==> src/rtl/cfg_startup_ctrl.sv <==
module cfg_startup_ctrl #(
  parameter int CNT_W = 24,
  parameter int PRE_W = 8,
  parameter logic [PRE_W-1:0] PREAMBLE = 8'h0F,
  parameter int FRAME_BITS = 12,
  parameter int CRC_W = 4,
  parameter logic [CRC_W-1:0] CRC_POLY = 4'h3
) (
  input  logic cclk,
  input  logic prog_n,
  input  logic din,
  input  logic mem_full,
  input  logic crc_en,
  output logic done,
  output logic out_en,
  output logic gsr_hold,
  output logic init_n
);

  localparam int FC_W = $clog2(FRAME_BITS + 1);
  localparam int LC_W = $clog2(CNT_W + 1);

  typedef enum logic [2:0] {PH_HUNT, PH_LEN, PH_LOAD, PH_SU0, PH_SU1, PH_SU2} phase_t;

  phase_t            phase;
  logic [CNT_W-1:0]  cyc_cnt;
  logic [CNT_W-1:0]  len_cnt;
  logic [PRE_W-1:0]  win;
  logic [LC_W-1:0]   lbits;
  logic [FC_W-1:0]   fbits;
  logic [CRC_W-1:0]  crc;
  logic              crc_err;

  wire [PRE_W-1:0] win_nx     = {win[PRE_W-2:0], din};
  wire             crc_fb     = crc[CRC_W-1] ^ din;
  wire [CRC_W-1:0] crc_nx     = {crc[CRC_W-2:0], 1'b0} ^ (crc_fb ? CRC_POLY : '0);
  wire             frame_last = (fbits == FC_W'(FRAME_BITS - 1));
  wire             hit        = (phase == PH_LOAD) && mem_full && !crc_err && (cyc_cnt == len_cnt);

  assign init_n = !crc_err;

  always_ff @(posedge cclk) begin
    if (!prog_n) begin
      phase    <= PH_HUNT;
      cyc_cnt  <= '0;
      len_cnt  <= '0;
      win      <= '1;
      lbits    <= '0;
      fbits    <= '0;
      crc      <= '0;
      crc_err  <= 1'b0;
      done     <= 1'b0;
      out_en   <= 1'b0;
      gsr_hold <= 1'b1;
    end else if (phase != PH_SU2) begin
      cyc_cnt <= cyc_cnt + 1'b1;
      case (phase)
        PH_HUNT: begin
          win <= win_nx;
          if (win_nx == PREAMBLE) begin
            phase <= PH_LEN;
            lbits <= '0;
          end
        end
        PH_LEN: begin
          len_cnt <= {len_cnt[CNT_W-2:0], din};
          lbits   <= lbits + 1'b1;
          if (lbits == LC_W'(CNT_W - 1)) phase <= PH_LOAD;
        end
        PH_LOAD: begin
          if (hit) begin
            phase <= PH_SU0;
            done  <= 1'b1;
          end else if (!mem_full) begin
            if (frame_last) begin
              fbits <= '0;
              crc   <= '0;
              if (crc_en && (crc_nx != '0)) crc_err <= 1'b1;
            end else begin
              fbits <= fbits + 1'b1;
              crc   <= crc_nx;
            end
          end
        end
        PH_SU0: begin
          out_en <= 1'b1;
          phase  <= PH_SU1;
        end
        PH_SU1: begin
          gsr_hold <= 1'b0;
          phase    <= PH_SU2;
        end
        default: ;
      endcase
    end
  end

endmodule


==> config.mk <==
export PLATFORM = sky130hd
export DESIGN_NAME = cfg_startup_ctrl
export DESIGN_NICKNAME = d
export VERILOG_FILES = /design/src/rtl/cfg_startup_ctrl.sv
export SDC_FILE = /design/constraint.sdc
export NUM_CORES = 1
export LEC_CHECK = 0
export CORE_ASPECT_RATIO = 1.75
export CORE_MARGIN = 3
export CORE_UTILIZATION = 65
export DETAILED_ROUTE_END_ITERATION = 8
export GPL_ROUTABILITY_DRIVEN = 0
export HOLD_SLACK_MARGIN = 0.05
export PLACE_DENSITY = 0.84
export SLEW_MARGIN = 20
export SYNTH_ARGS = -nofsm -noshare
export SYNTH_HDL_FRONTEND = slang
export SYNTH_SLANG_ARGS = --single-unit
==> constraint.sdc <==
create_clock -name cclk -period 4.3 [get_ports cclk]
set_clock_uncertainty 0.15 [all_clocks]
set_input_delay 0.43 -clock cclk [delete_from_list [all_inputs] [get_ports cclk]]
set_output_delay 0.43 -clock cclk [all_outputs]
set_load 0.01 [all_outputs]
* Yosys cells after proc, flatten, opt, wreduce, memory -nomap -nowiden
Cells that the tools add are included.
Storage, ports and cells: register bits after elaboration 75, bits in latches 0, RAM bits 0, memory bits (read-only) 0, output and inout port bits 4, word-level logic and storage cells 57, memories kept 0
Cells by class: $add $sub $neg 3, $mul 0, div/mod/pow operators 0, $lt $le $gt $ge 0, eq/ne operators 12, shift-type cells 0, mux-type cells 9, bitwise gates (word level) 4, reduce and logical (&&, ||, !) cells 18
Operators by type and width (count):
- adder 24 x 1 -> 24 bit, second input constant | 1
- == test 24 bit | 1
- case mux 3 bit (5 select lines) | 1
- case mux 5 bit (2 select lines) | 1
- two-way mux 3 bit | 3
- == test 8 x 4 -> 1 bit, second input constant | 1
- two-way mux 4 bit | 2
- AND reduction 2 bit | 4
- == test 3 x 2 -> 1 bit, second input constant | 2
- inequality test 2 bit, second input constant | 3
- AND reduction 3 bit | 2
- AND reduction 6 bit | 1
- adder 5 x 1 -> 5 bit, second input constant | 1
- == test 5 bit, second input constant | 1
- two-way mux 5 bit | 1
- AND reduction 5 bit | 1
- nonzero test 5 bit | 1
- adder 4 x 1 -> 4 bit, second input constant | 1
- == test 4 bit, second input constant | 1
- logical AND 1 bit | 4
- AND reduction 4 bit | 1
- nonzero test 4 bit | 1
- XOR 4 x 2 -> 4 bit | 1
- == test 3 x 1 -> 1 bit, second input constant | 1
- 8 further kinds | 9

* Logic depth before layout (Yosys ltp)
word-level depth 6, gate-level depth with buffers 7

* Worst setup path after synthesis
OpenSTA, ideal clock, no wires.
path kind reg2reg, start point register phase[1], end point register cyc_cnt[13], library setup time 128 ps, arrival time 1330 ps, path slack 2693 ps, cell stages (with the launch flop) 8, period minus slack after synthesis 1607 ps, cell sequence dfxtp_1 -> buf_4 -> nand3b_2 -> nand4_1 -> buf_2 -> nor3_1 -> xnor2_1 -> nor2_1
Between the ends: cells in the longest elaborated chain, start to end 1
Ends and longest elaborated chain:
- from (decl) | line 25 | phase_t phase;
- from (signal assigned) | line 44 | phase <= PH_HUNT;
- from (signal assigned) | line 61 | phase <= PH_LEN;
- from (signal assigned) | line 68 | if (lbits == LC_W'(CNT_W - 1)) phase <= PH_LOAD;
- inequality test 3 bit | line 55 | end else if (phase != PH_SU2) begin
- to (signal assigned) | line 56 | cyc_cnt <= cyc_cnt + 1'b1;
- to (decl) | line 26 | logic [CNT_W-1:0] cyc_cnt;
No other way between the ends. A chain may end at the register's enable or synchronous reset.

* Worst setup path after layout
start point register phase[1], end point register cyc_cnt[9]
Same word-level chain as after synthesis.

==> reports/metrics.cfg <==
[outcome]
outcome = finished, final reports clean

[setup_path]
critical_path_class = register to register
timing.reg2reg.setup_slack_ns = 1.74
cp-end-kind = register
critPathRequiredTime_ns = 4.44
worstSetupStartpointType = register
cp.arrival_ns = 2.70
worst-path-max-fanout = 17

[power_and_ir_drop]
power_density_nw_per_um2 = 360
vdd_drop_max_mv = 0.365
cellLeakagePower_nw = 1.34

[cts]
holdBufCountCts = 0
tritoncts.num_buffers = 9
clock_sinks = 75
clk-insertion-delay-late_ns = 0.35
post_cts_buffers = 0
cts_root_buf = sky130_fd_sc_hd__clkbuf_8
htree_levels = 3
cts.path.max_buffers = 2
tritoncts_clock_tree = yes
clock_pin_slew_of_the_registers_on_the_worst_case_setup_and_hold_paths_ns = 0.08
postCtsResizedCells = 0

[detailed_routing]
drtPass1Iterations = 5
final_antenna_net_count = 0
drt_drc_violations_left = 0
vias_per_cell = 5.80
drt_iter0_markers = 100
route.vias.total = 2646
drt_wl_total_um = 6820
routedWlPerCell_um = 14.9

[floorplan]
design.core.area_um2 = 4980
placementRows = 34
floorplan.die_area_um2 = 6110
die_w_um = 60.4
initial_core_util_pct = 67.6
die_h_um = 101
num_io_pins = 9

[synth]
post_synth_main_area_contributors = sky130_fd_sc_hd__dfxtp_1 45%, sky130_fd_sc_hd__nand2_1 9.1%, sky130_fd_sc_hd__xor2_1 7.0%, sky130_fd_sc_hd__xnor2_1 6.0%, sky130_fd_sc_hd__a21oi_1 4.9%
synth_seq_area_share_pct = 44.6
ys.flop_type = sky130_fd_sc_hd__dfxtp_1
ys_ff_latch = 75
synthesis.instances = 396
synth_largest_type_area_fraction_pct = 44.6
synth_top_area_cell = sky130_fd_sc_hd__dfxtp_1
syn_avg_cell_area_um2 = 8.50
synth.distinct_cells = 41
synthArstFlopShare_pct = 0
yosysWarningCount = 0
syn-num-nets = 405
synth_enable_flop_cells = 0
synthesis.area_um2 = 3370

[job]
max_cap_violations = 0

[global_route]
antenna_violations_before_repair = 0
gr-total-overflow = 0
grt_pass1_vias = 2566
grt_start_max_net_pins = 38
grt.total_usage_pct = 25.4
grt_pass1_wl_um = 11600

[cells_and_area]
seq_area_um2 = 1500
filler_cell_count = 388
area_occupied_by_multi_input_gates_um2 = 1750
area_delta_synth_final_pct = 8.40
drive_above_1_share_pct = 7.96
antenna-diode-count = 0
final_core_util_pct = 73.3
design.final.nets = 406

[sta]
timing.final.crit_share_pct = 59.6
tns_ns = 0
hold_ws_ns = 0.318
finalHoldViolations = 0
worst-slew-pin-transition_ns = 1.02
final_max_slew_viol_count = 0
max_slew_margin_pct = 31.9
post-route-min-period_ns = 2.56
fmax_mhz = 390
rsz0062_at_grt = false
setup_viol = 0
timing.final.ws_setup_ns = 1.74

[placement]
place.port_buffers = 8
detailedPlacementHpwl_um = 4710
pre_cts_slack_ns = 1.72

[min_path]
worst_hold_path_type = register to register

-- per-layer routing --
| layer | vias up | GRT usage, % | wire, µm |
|---|---|---|---|
| li1 | 1334 | - | - |
| met1 | 1238 | 28.0 | 2740 |
| met2 | 53 | 42.8 | 3570 |
| met3 | 21 | 7.40 | 240 |
| met4 | 0 | 13.3 | 267 |
| met5 | - | 0 | 0 |
-- worst paths after layout --
kind,startpoint,endpoint,cells after the start
min reg2reg,crc_err$_SDFFE_PN0P_,crc_err$_SDFFE_PN0P_,1
max,phase[1]$_SDFFE_PN0P_,cyc_cnt[9]$_SDFFE_PN0N_,4
max reg2reg,phase[1]$_SDFFE_PN0P_,cyc_cnt[9]$_SDFFE_PN0N_,4
min,crc_err$_SDFFE_PN0P_,crc_err$_SDFFE_PN0P_,1
-- where the power goes --
part	switching (mW)	internal [mW]	leakage (nW)
Sequential	0.00446	0.698	0.605
Clock	0.254	0.325	0.103
Combinational	0.0202	0.0125	0.633
-- synth_stat cells, types with 2 or more instances --
master and count:
sky130_fd_sc_hd__and4_4 2, sky130_fd_sc_hd__nor2b_1 2, sky130_fd_sc_hd__o21ai_0 4, sky130_fd_sc_hd__nor3_2 6, sky130_fd_sc_hd__clkbuf_1 11, sky130_fd_sc_hd__o21a_1 2
sky130_fd_sc_hd__nand3b_1 4, sky130_fd_sc_hd__dfxtp_1 75, sky130_fd_sc_hd__o31ai_1 3, sky130_fd_sc_hd__nor4_1 9, sky130_fd_sc_hd__nand3_1 17, sky130_fd_sc_hd__inv_1 6
sky130_fd_sc_hd__and2_1 3, sky130_fd_sc_hd__a21oi_1 33, sky130_fd_sc_hd__nor2_1 36, sky130_fd_sc_hd__mux2i_1 5, sky130_fd_sc_hd__ha_1 4, sky130_fd_sc_hd__a211oi_1 2
sky130_fd_sc_hd__nor3_1 4, sky130_fd_sc_hd__xnor2_1 23, sky130_fd_sc_hd__nand2_1 82, sky130_fd_sc_hd__or3_1 2, sky130_fd_sc_hd__nor4b_1 2, sky130_fd_sc_hd__buf_2 7
sky130_fd_sc_hd__nor4_2 2, sky130_fd_sc_hd__xor2_1 27, sky130_fd_sc_hd__nand4_1 8, sky130_fd_sc_hd__and4_1 2
-- critical path, stage by stage, from the launching register on --
cell and delay (ns):
sky130_fd_sc_hd__dfxtp_1 0.67, sky130_fd_sc_hd__nand3b_2 0.30, sky130_fd_sc_hd__nand4_1 0.59, sky130_fd_sc_hd__or4_1 0.63, sky130_fd_sc_hd__a21oi_1 0.15
-- layout by cell type, fill, tap and decap left out, types with 3 or more instances in the layout --
cell type,instances
sky130_fd_sc_hd__dfxtp_1,75
sky130_fd_sc_hd__nand3_1,17
sky130_fd_sc_hd__xor2_1,27
sky130_fd_sc_hd__nor3_1,4
sky130_fd_sc_hd__nor4_1,9
sky130_fd_sc_hd__clkdlybuf4s50_1,8
sky130_fd_sc_hd__nand2_1,82
sky130_fd_sc_hd__inv_1,6
sky130_fd_sc_hd__nor3_2,6
sky130_fd_sc_hd__nor2_1,36
sky130_fd_sc_hd__o31ai_1,3
sky130_fd_sc_hd__nand3b_1,4
sky130_fd_sc_hd__ha_1,4
sky130_fd_sc_hd__nand4_1,8
sky130_fd_sc_hd__clkbuf_8,9
sky130_fd_sc_hd__mux2i_1,5
sky130_fd_sc_hd__a21oi_1,33
sky130_fd_sc_hd__o21ai_0,4
sky130_fd_sc_hd__xnor2_1,23
sky130_fd_sc_hd__and2_1,3
-- flip-flops by register name, summed over array words and instances, names as in the netlist --
signal    count
win           7
phase         3
crc           4
crc_err       1
len_cnt      24
done          1
cyc_cnt      24
fbits         4
lbits         5
gsr_hold      1
out_en        1
-- kinds of logic (layout without fill, tap and decap cells) --
family / after synthesis / after routing / synth area share, %
simple gates: 188 / 188 / 28.0
flops: 75 / 75 / 44.6
xor+xnor: 50 / 50 / 13.0
compound gates: 47 / 47 / 7.84
buf+inv: 27 / 33 / 3.60
mux: 5 / 5 / 1.49
fa+ha+maj: 4 / 4 / 1.49
-- layout make-up --
type                       instances  share of cell area [%]
clock buffer                      11                    3.60
multi-input combinational        294                    48.0
clock inverter                     5                    2.13
tap                               54                    1.85
timing repair buffer              10                    2.61
sequential                        75                    41.1
inverter                           7                   0.720
-- metrics by stage --
step	power, mW	std cells	area (µm²)
6_report	1.31	456	3650
5_1_grt	1.35	456	3650
4_1_cts	1.32	456	3650
3_5_place_dp	0.751	440	3440
3_3_place_gp	0.750	440	3440
2_1_floorplan	0.740	396	3370
Note: power is estimated with default switching activity, not from simulation.
